## src/rtl/cam_thin_pkg.sv

```systemverilog
package cam_thin_pkg;

    // Decimation settings, held for one frame
    typedef struct packed {
        logic byte_en;
        logic byte_sel;
        logic line_en;
        logic line_sel;
    } thin_cfg_t;

    // Edge events of a sync level
    typedef struct packed {
        logic start;
        logic stop;
    } sync_ev_t;

    localparam thin_cfg_t CFG_PASS_ALL = '0;

    // A pair phase survives when decimation is off or the phase matches the select
    function automatic logic phase_keeps(input logic en, input logic sel, input logic ph);
        return !en || (ph == sel);
    endfunction

endpackage

```

## src/rtl/cam_sync_edge.sv

```systemverilog
module cam_sync_edge
    import cam_thin_pkg::*;
(
    input  logic     clk,
    input  logic     rst,
    input  logic     lvl,
    output sync_ev_t ev
);
    logic lvl_q;

    always_ff @(posedge clk) begin
        if (rst) lvl_q <= 1'b0;
        else     lvl_q <= lvl;
    end

    always_comb begin
        ev.start = lvl & ~lvl_q;
        ev.stop  = ~lvl & lvl_q;
    end
endmodule

```

## src/rtl/cam_phase_track.sv

```systemverilog
module cam_phase_track
    import cam_thin_pkg::*;
(
    input  logic      clk,
    input  logic      rst,
    input  sync_ev_t  frame_ev,
    input  sync_ev_t  line_ev,
    input  logic      accept,
    input  thin_cfg_t cfg_in,
    output thin_cfg_t cfg_eff,
    output logic      byte_ph_eff,
    output logic      line_ph_eff,
    output thin_cfg_t cfg_q,
    output logic      line_ph_q
);
    logic byte_ph_q;
    logic byte_ph_n;
    logic line_ph_n;
    thin_cfg_t cfg_n;

    always_comb begin
        // Settings and line phase take their new frame values in the edge cycle itself
        cfg_eff     = frame_ev.start ? cfg_in : cfg_q;
        line_ph_eff = frame_ev.start ? 1'b0 : line_ph_q;
        byte_ph_eff = line_ev.start  ? 1'b0 : byte_ph_q;

        cfg_n = cfg_eff;

        if (frame_ev.start)     line_ph_n = 1'b0;
        else if (line_ev.stop)  line_ph_n = ~line_ph_q;
        else                    line_ph_n = line_ph_q;

        if (accept)                              byte_ph_n = ~byte_ph_eff;
        else if (line_ev.start || frame_ev.stop) byte_ph_n = 1'b0;
        else                                     byte_ph_n = byte_ph_q;
    end

    always_ff @(posedge clk) begin
        if (rst) begin
            cfg_q     <= CFG_PASS_ALL;
            line_ph_q <= 1'b0;
            byte_ph_q <= 1'b0;
        end else begin
            cfg_q     <= cfg_n;
            line_ph_q <= line_ph_n;
            byte_ph_q <= byte_ph_n;
        end
    end
endmodule

```

## src/rtl/cam_emit.sv

```systemverilog
module cam_emit #(
    parameter int DATA_W = 8
) (
    input  logic              clk,
    input  logic              rst,
    input  logic              keep,
    input  logic [DATA_W-1:0] data_in,
    input  logic              hs_in,
    input  logic              vs_in,
    output logic              vld_out,
    output logic [DATA_W-1:0] data_out,
    output logic              hs_out,
    output logic              vs_out
);
    always_ff @(posedge clk) begin
        if (rst) begin
            vld_out  <= 1'b0;
            data_out <= '0;
            hs_out   <= 1'b0;
            vs_out   <= 1'b0;
        end else begin
            vld_out <= keep;
            hs_out  <= hs_in;
            vs_out  <= vs_in;
            if (keep) data_out <= data_in;
        end
    end
endmodule

```

## src/rtl/cam_thin_top.sv

```systemverilog
module cam_thin_top
    import cam_thin_pkg::*;
#(
    parameter int DATA_W = 8
) (
    input  logic              clk,
    input  logic              rst,
    input  logic              in_vld,
    input  logic              in_hsync,
    input  logic              in_vsync,
    input  logic [DATA_W-1:0] in_data,
    input  logic              cfg_byte_en,
    input  logic              cfg_byte_sel,
    input  logic              cfg_line_en,
    input  logic              cfg_line_sel,
    output logic              out_vld,
    output logic [DATA_W-1:0] out_data,
    output logic              out_hsync,
    output logic              out_vsync
);
    sync_ev_t  line_ev;
    sync_ev_t  frame_ev;
    thin_cfg_t cfg_in;
    thin_cfg_t cfg_eff;
    thin_cfg_t cfg_act;
    logic      byte_ph_eff;
    logic      line_ph_eff;
    logic      line_ph_q;
    logic      accept;
    logic      keep;

    always_comb begin
        cfg_in.byte_en  = cfg_byte_en;
        cfg_in.byte_sel = cfg_byte_sel;
        cfg_in.line_en  = cfg_line_en;
        cfg_in.line_sel = cfg_line_sel;
    end

    cam_sync_edge line_edge_i (.clk(clk), .rst(rst), .lvl(in_hsync), .ev(line_ev));
    cam_sync_edge frame_edge_i (.clk(clk), .rst(rst), .lvl(in_vsync), .ev(frame_ev));

    assign accept = in_vld & in_hsync;

    cam_phase_track track_i (
        .clk        (clk),
        .rst        (rst),
        .frame_ev   (frame_ev),
        .line_ev    (line_ev),
        .accept     (accept),
        .cfg_in     (cfg_in),
        .cfg_eff    (cfg_eff),
        .byte_ph_eff(byte_ph_eff),
        .line_ph_eff(line_ph_eff),
        .cfg_q      (cfg_act),
        .line_ph_q  (line_ph_q)
    );

    assign keep = accept
                & phase_keeps(cfg_eff.byte_en, cfg_eff.byte_sel, byte_ph_eff)
                & phase_keeps(cfg_eff.line_en, cfg_eff.line_sel, line_ph_eff);

    cam_emit #(.DATA_W(DATA_W)) emit_i (
        .clk     (clk),
        .rst     (rst),
        .keep    (keep),
        .data_in (in_data),
        .hs_in   (in_hsync),
        .vs_in   (in_vsync),
        .vld_out (out_vld),
        .data_out(out_data),
        .hs_out  (out_hsync),
        .vs_out  (out_vsync)
    );
endmodule

```

## config.mk

```make
export PLATFORM = sky130hd
export DESIGN_NAME = cam_thin_top
export DESIGN_NICKNAME = d
export VERILOG_FILES = /design/src/rtl/cam_thin_pkg.sv /design/src/rtl/cam_sync_edge.sv /design/src/rtl/cam_phase_track.sv /design/src/rtl/cam_emit.sv /design/src/rtl/cam_thin_top.sv
export SDC_FILE = /design/constraint.sdc
export NUM_CORES = 1
export LEC_CHECK = 0
export CORE_MARGIN = 3
export CORE_UTILIZATION = 42
export DETAILED_ROUTE_END_ITERATION = 8
export GPL_TIMING_DRIVEN = 0
export PLACE_DENSITY = 0.77
export SLEW_MARGIN = 20
export SYNTH_ARGS = -nofsm -noshare
export SYNTH_HDL_FRONTEND = slang
export SYNTH_SLANG_ARGS = --single-unit
```

## constraint.sdc

```tcl
create_clock -name clk -period 2.1 [get_ports clk]
set_clock_uncertainty 0.2 [all_clocks]
set_input_delay 0.21 -clock clk [delete_from_list [all_inputs] [get_ports clk]]
set_output_delay 0.21 -clock clk [all_outputs]
set_load 0.05 [all_outputs]
```

==> results.md, run 1 <==
| Item | This run | Unit |
|:---|:---|:---|
| Worst Path Class, Setup | reg -> out | - |
| Slew HR | 65.7 | % |
| Row count | 14 | - |
| WP buf/inv | 1 | - |
| Global Route Usage Sum | 13.8 | % |
| Biggest cell delay along the critical path | 840 | ps |
| Clock tree from TritonCTS | built | - |
| Clock Pin Slew Worst Setup and Hold Paths | 100 | ps |
| Number of pins with negative max-slew slack in the final report | 0 | - |
| First-pass GRT wire length | 2.64 | mm |
| Synth cell types | 21 | - |
| Vias | 631 | - |
| Measured slew at the worst slew-check pin | 513 | ps |
| Critical-path cell list | clkdlybuf4s50_1 | - |
| Time the worst path needs with I/O delays and setup | 1930 | ps |
| Most used cells in the layout excluding fill and tap cells | sky130_fd_sc_hd__clkdlybuf4s50_1 (27), sky130_fd_sc_hd__nand2b_1 (17), sky130_fd_sc_hd__dfxtp_1 (17) | - |
| CP Max Fanout | 3 | - |
| Final setup violation count | 0 | - |
| Net Switching | 188 | µW |
| Cells after synthesis | 81 | - |
| Post-detailed-route via-to-cell ratio | 4.64 | - |
| Standby leakage power | 0.000405 | µW |
| Xor/xnor cell area share of the yosys netlist | 3.46 | % |
| Total wirelength of the detailed-routed design | 1.54 | mm |
| Vias in the first global route | 587 | - |
| Detailed-route DRC error count | 0 | - |
| Max Cap Viol | 0 | - |
| Critical Path Source Type | flop | - |
| Worst-case clock buffer depth | 2 | - |
| Dominant combinational cell family by area after synthesis | simple AND/OR/NAND/NOR gates | - |
| RD Place Congestion | 0.726 | - |
| Unrepaired setup endpoints after global routing | no | - |
| Average size of a mapped cell | 9.38 | µm² |
| Total number of H-tree levels | 1 | - |
| Number of violations reported at the end of detailed-routing iteration 0 | 7 | - |
| Number of antenna violations at the first check in global routing | 0 | - |
| Layout area overhead | 43.2 | % |
| Proportion of synthesized area in mux cells | 10.5 | % |
| Post-DP Area | 0.00106 | mm² |
| Non-filler instance count after layout | 136 | - |
| Number of gates given a new drive strength after cts | 0 | - |
| Worst vdd ir | 444 | µV |
| Proportion of total power due to net switching | 27.9 | % |
| Upper clock frequency limit | 0.518 | GHz |
| Fin crit share | 92.0 | % |
| Post-synthesis share of cell area spent on full adders, half adders and majority gates | 0 | % |
| Syn Std Cell Area | 759 | µm² |
| Worst hold path type | reg -> reg | - |
| Yosys warning count | 0 | - |
| Arrival time at the worst endpoint | 1520 | ps |
| CP max stage cell | sky130_fd_sc_hd__clkdlybuf4s50_1 | - |
| Areal power density over the cells | 619 | mW/mm² |
| Post-CTS setup buffer count | 0 | - |
| Cell Int Power | 485 | µW |
| Skew-Pair Late Insertion Delay | 280 | ps |
| Result of the run | complete, no violations | - |
| Nets | 130 | - |
| Critical Path Start | emit_i.hs_out | - |
| Fraction of final layout cells with drive strength greater than 1 | 7.14 | % |
| Simple-gate portion of the synthesized area | 28.7 | % |
| Worst setup EP type | output port | - |
| Final Total Pwr | 673 | µW |
| Number of nets produced by synthesis | 98 | - |
| Logic pwr share | 23.0 | % |
| Total congestion overflow | 0 | - |
| Clock power share | 25.1 | % |
| Placed Cells | 132 | - |
| Core area | 0.00159 | mm² |
| Fin area | 0.00109 | mm² |
| Number of optimization iterations in the first detailed-route pass | 4 | - |
| Leading cell type in the layout, fill and taps excluded | sky130_fd_sc_hd__clkdlybuf4s50_1 | - |
| #FFs+latches synth | 17 | - |
| Die width | 48.5 | µm |
| Share of the yosys chip area belonging to registers | 44.8 | % |
| Count of hold-fix buffers inserted at cts | 0 | - |
| Vertical die dimension | 48.5 | µm |
| Starting Density | 47.6 | % |
| Number of antenna-violating nets in the routed design | 0 | - |
| Worst Path Required | 1690 | ps |
| Quantity of I/O buffers inserted on ports | 27 | - |
| Clock Root Buffer | sky130_fd_sc_hd__clkbuf_4 | - |
| Largest net degree at the start of global routing | 11 | - |
| Routed length per placed instance | 11.3 | µm |
| TritonCTS buffer count | 3 | - |
| Family of cells with the greatest summed delay on the critical path | buffers and inverters | - |
| Worst reg2reg path startpoint | emit_i.hs_out | - |
| Final hold violation count | 0 | - |
| IO Pins | 28 | - |
| Total Die Area | 0.00235 | mm² |
| Synth Area in Compound Gates | 9.06 | % |
| CTS sink count | 17 | - |
| Final antenna diode count | 0 | - |
| Portion of total power attributed to sequential cells | 51.8 | % |
| Hold path startpoint | track_i.cfg_q[1] | - |
-- Yosys cell counts --
| master | instances | area (µm²) |
|---|---|---|
| sky130_fd_sc_hd__a31oi_1 | 2 | 12.5 |
| sky130_fd_sc_hd__or3_1 | 1 | 6.26 |
| sky130_fd_sc_hd__o21ai_0 | 2 | 10.0 |
| sky130_fd_sc_hd__nor2_1 | 2 | 7.51 |
| sky130_fd_sc_hd__nor2b_4 | 1 | 13.8 |
| sky130_fd_sc_hd__or2b_4 | 1 | 11.3 |
| sky130_fd_sc_hd__nand2b_1 | 17 | 106 |
| sky130_fd_sc_hd__buf_6 | 1 | 11.3 |
| sky130_fd_sc_hd__nor2b_1 | 2 | 12.5 |
| sky130_fd_sc_hd__and2_1 | 1 | 6.26 |
| sky130_fd_sc_hd__mux2i_1 | 8 | 80.1 |
| sky130_fd_sc_hd__a21oi_1 | 5 | 25.0 |
| sky130_fd_sc_hd__inv_1 | 2 | 7.51 |
| sky130_fd_sc_hd__clkbuf_1 | 2 | 7.51 |
| sky130_fd_sc_hd__and2b_1 | 2 | 15.0 |
| sky130_fd_sc_hd__a221oi_1 | 1 | 8.76 |
| sky130_fd_sc_hd__xnor2_1 | 3 | 26.3 |
| sky130_fd_sc_hd__nor3_1 | 1 | 5.00 |
| sky130_fd_sc_hd__a211oi_2 | 1 | 12.5 |
| sky130_fd_sc_hd__dfxtp_1 | 17 | 340 |
| sky130_fd_sc_hd__nand2_1 | 9 | 33.8 |
-- cells by family after synthesis --
| kind of cell | Yosys count |
|---|---|
| flip-flops | 17 |
| AND/OR/NAND/NOR | 37 |
| XOR/XNOR | 3 |
| AO/OA/AOI/OAI | 11 |
| multiplexers | 8 |
| buffers and inverters | 5 |
-- power by group through the flow --
stage          clock [µW]  combinational, µW  sequential (µW)
2_1_floorplan           0               53.3              394
3_3_place_gp            0                154              356
3_5_place_dp            0                156              357
4_1_cts               178                156              349
5_1_grt               196                166              351
6_report              169                155              349
-- worst paths after layout --
check / slack [ps] / cells after the start / end
min reg2reg: 260 / 2 / track_i.cfg_q[1]
min: 260 / 2 / track_i.cfg_q[1]
max: 170 / 1 / out_hsync
max reg2reg: 320 / 6 / emit_i.data_out[4]
-- metrics by stage --
stage	hold WS [ps]	utilization, %	setup TNS [ps]	worst slack [ps]
finish	265	68.2	0	168
global route	281	68.2	0	85.0
CTS	271	68.2	0	153
detailed placement	255	66.5	-646	-121
global placement	236	66.5	-404	-60.9
floorplan	138	-	0	139
-- worst register-to-register path, delay by kind of cell (launching register included) --
kind	cells	cell delay [ps]
xor gates and xnor gates	1	140
AOI/OAI and AO/OA	1	240
and+or+nand+nor	2	320
buffers and inverters	1	190
DFF	1	400
muxes	1	220
-- sequential cells by signal, indices dropped and copies added, names as in the netlist --
| signal | count |
|---|---|
| emit_i.vld_out | 1 |
| emit_i.vs_out | 1 |
| track_i.cfg_q | 4 |
| track_i.byte_ph_q | 1 |
| emit_i.data_out | 8 |
| track_i.line_ph_q | 1 |
| emit_i.hs_out | 1 |
-- routing by layer --
layer  track usage [%]  vias up  share of wire, %  wire length, µm
met4              1.42        0                 0                0
met5                 0        -                 0                0
li1                  -      333                 -                -
met3              4.29        0               4.6               71
met1              17.7      286                45              699
met2              23.6       12                50              768
-- final cells by class --
| class | instances | area, µm² |
|---|---|---|
| Tap cell | 24 | 30.0 |
| Fill cell | 136 | 507 |
| Timing Repair Buffer | 27 | 270 |
| Sequential cell | 17 | 340 |
| Buffer | 3 | 18.8 |
| Inverter | 2 | 7.51 |
| Multi-Input combinational cell | 59 | 393 |
| Clock buffer | 3 | 22.5 |
| Clock inverter | 1 | 5.00 |
(Power assumes the default switching activity.)
==> inputs of run 2 (changes only) <==
CORE_UTILIZATION = 40   (was 42)
PLACE_DENSITY = 0.74   (was 0.77)
==> run 2 against run 1 <==
Net effect:
- non-clock buffer count unchanged
- final cell count increased by 0.74%
- critical path depth stayed put
- first-iteration DRC count is 100% lower
- clock power hardly changed
- combinational power is essentially flat
- global-route usage grew 0.30 points
- wire length up 0.45%
- register-to-register slack improved by 40 ps
- setup slack improved by 18 ps
- critical path type unchanged
- largest cell class unchanged
==> results.md, run 2 (synthesis gave the netlist of run 1 again) <==
| Item | This run | Unit |
|:---|:---|:---|
| Final antenna diode count | 0 | - |
| WP buf/inv | 1 | - |
| CP max stage cell | sky130_fd_sc_hd__clkdlybuf4s50_1 | - |
| Post-detailed-route via-to-cell ratio | 4.59 | - |
| Number of violations reported at the end of detailed-routing iteration 0 | 0 | - |
| Final hold violation count | 0 | - |
| Number of antenna violations at the first check in global routing | 0 | - |
| Area of all sequential standard cells | 340 | µm² |
| Vertical die dimension | 49.6 | µm |
| Worst Path Required | 1690 | ps |
| Worst vdd ir | 357 | µV |
| Count of hold-fix buffers inserted at cts | 0 | - |
| Time the worst path needs with I/O delays and setup | 1910 | ps |
| Worst hold-check slack | 261 | ps |
| Max Cap Viol | 0 | - |
| Leading cell type in the layout, fill and taps excluded | sky130_fd_sc_hd__clkdlybuf4s50_1 | - |
| Final Total Pwr | 675 | µW |
| Upper clock frequency limit | 0.522 | GHz |
| Clock Pin Slew Worst Setup and Hold Paths | 90 | ps |
| Worst-case clock buffer depth | 2 | - |
| Fraction of final layout cells with drive strength greater than 1 | 6.25 | % |
| Final setup violation count | 0 | - |
| Layout filler cell count | 172 | - |
| Unrepaired setup endpoints after global routing | no | - |
| TritonCTS buffer count | 3 | - |
| CP Max Fanout | 3 | - |
| Critical Path Start | emit_i.hs_out | - |
| Critical-path cell list | clkdlybuf4s50_1 | - |
| Largest net degree at the start of global routing | 11 | - |
| Measured slew at the worst slew-check pin | 506 | ps |
| Number of gates given a new drive strength after cts | 0 | - |
| Detailed-route DRC error count | 0 | - |
| Die width | 49.6 | µm |
| Worst hold path type | reg -> reg | - |
| Register bank with the most flops | emit_i.data_out | - |
| Final core occ | 61.6 | % |
| Nets | 130 | - |
| Number of antenna-violating nets in the routed design | 0 | - |
| Dpl hpwl | 1.25 | mm |
| Total wirelength of the detailed-routed design | 1.55 | mm |
| Total congestion overflow | 0 | - |
| Row count | 15 | - |
| Vias in the first global route | 624 | - |
| Layout area overhead | 43.2 | % |
| Total number of H-tree levels | 1 | - |
| Max FFs per register | 8 | - |
| Routed length per placed instance | 11.3 | µm |
| Starting Density | 43.0 | % |
| Post-CTS setup buffer count | 0 | - |
| Clock Root Buffer | sky130_fd_sc_hd__clkbuf_4 | - |
| Biggest cell delay along the critical path | 820 | ps |
| Fin crit share | 91.2 | % |
| Worst reg2reg path startpoint | emit_i.hs_out | - |
| Areal power density over the cells | 621 | mW/mm² |
| First-pass GRT wire length | 2.66 | mm |
| Most used cells in the layout excluding fill and tap cells | sky130_fd_sc_hd__clkdlybuf4s50_1 (27), sky130_fd_sc_hd__nand2b_1 (17), sky130_fd_sc_hd__dfxtp_1 (17) | - |
| Worst Path Class, Setup | reg -> out | - |
| Number of pins with negative max-slew slack in the final report | 0 | - |
| Clock tree from TritonCTS | built | - |
| Family of cells with the greatest summed delay on the critical path | buffers and inverters | - |
| Number of optimization iterations in the first detailed-route pass | 1 | - |
| Worst setup EP type | output port | - |
| Standby leakage power | 0.000403 | µW |
| CTS sink count | 17 | - |
| Vias | 629 | - |
| Hold path startpoint | track_i.cfg_q[3] | - |
| RD Place Congestion | 0.680 | - |
| Multi-input combinational cell area | 393 | µm² |
| Total Die Area | 0.00246 | mm² |
| IO Pins | 28 | - |
| Quantity of I/O buffers inserted on ports | 27 | - |
| Core area | 0.00176 | mm² |
| Critical Path Source Type | flop | - |
| Global Route Usage Sum | 14.1 | % |
| Biggest regs | emit_i.data_out x8, track_i.cfg_q x4 | - |
| Arrival time at the worst endpoint | 1500 | ps |
| Result of the run | complete, no violations | - |
| Setup Total Neg Slack | 0 | ps |
| Skew-Pair Late Insertion Delay | 290 | ps |
| Slew HR | 66.2 | % |
-- run 2: metal layers --
layer	part of all wire, %	GRT usage [%]	routed length, µm	up-vias
met3	2.8	3.63	43	4
li1	-	-	-	326
met1	43	16.1	659	290
met2	53	24.9	815	9
met5	0	0	0	-
met4	1.8	5.53	28	0
-- run 2: final cells by class --
cell class | count | share of cell area [%]
Timing Repair Buffer | 27 | 24.9
Sequential cell | 17 | 31.3
Buffer | 3 | 1.73
Clock buffer | 4 | 2.42
Inverter | 2 | 0.690
Tap cell | 25 | 2.88
Multi-Input combinational cell | 59 | 36.1
-- run 2: through the flow --
stage / instances / cell area (µm²) / setup slack, ps
5_1_grt: 137 / 1090 / 114
2_1_floorplan: 81 / 759 / 139
6_report: 137 / 1090 / 186
3_3_place_gp: 133 / 1060 / -56.2
4_1_cts: 137 / 1090 / 160
3_5_place_dp: 133 / 1060 / -92.8
-- run 2: power by group --
group	internal [µW]	total, µW	switching [µW]
sequential	339	348	9.18
clock	73.9	171	97.4
combinational	75.0	155	80.1
-- run 2: worst register-to-register path, delay by kind of cell, from the launching register on --
kind / cells / cell delay [ps]
xor+xnor: 1 / 140
buf+inv: 1 / 190
simple gates: 2 / 320
mux: 1 / 200
compound gates: 1 / 240
flops: 1 / 390
-- run 2: path summary, 6_finish.rpt --
path | slack, ps | endpoint | cells after the start
max | 190 | out_hsync | 1
min | 260 | track_i.cfg_q[3] | 2
max reg2reg | 360 | emit_i.data_out[1] | 6
min reg2reg | 260 | track_i.cfg_q[3] | 2
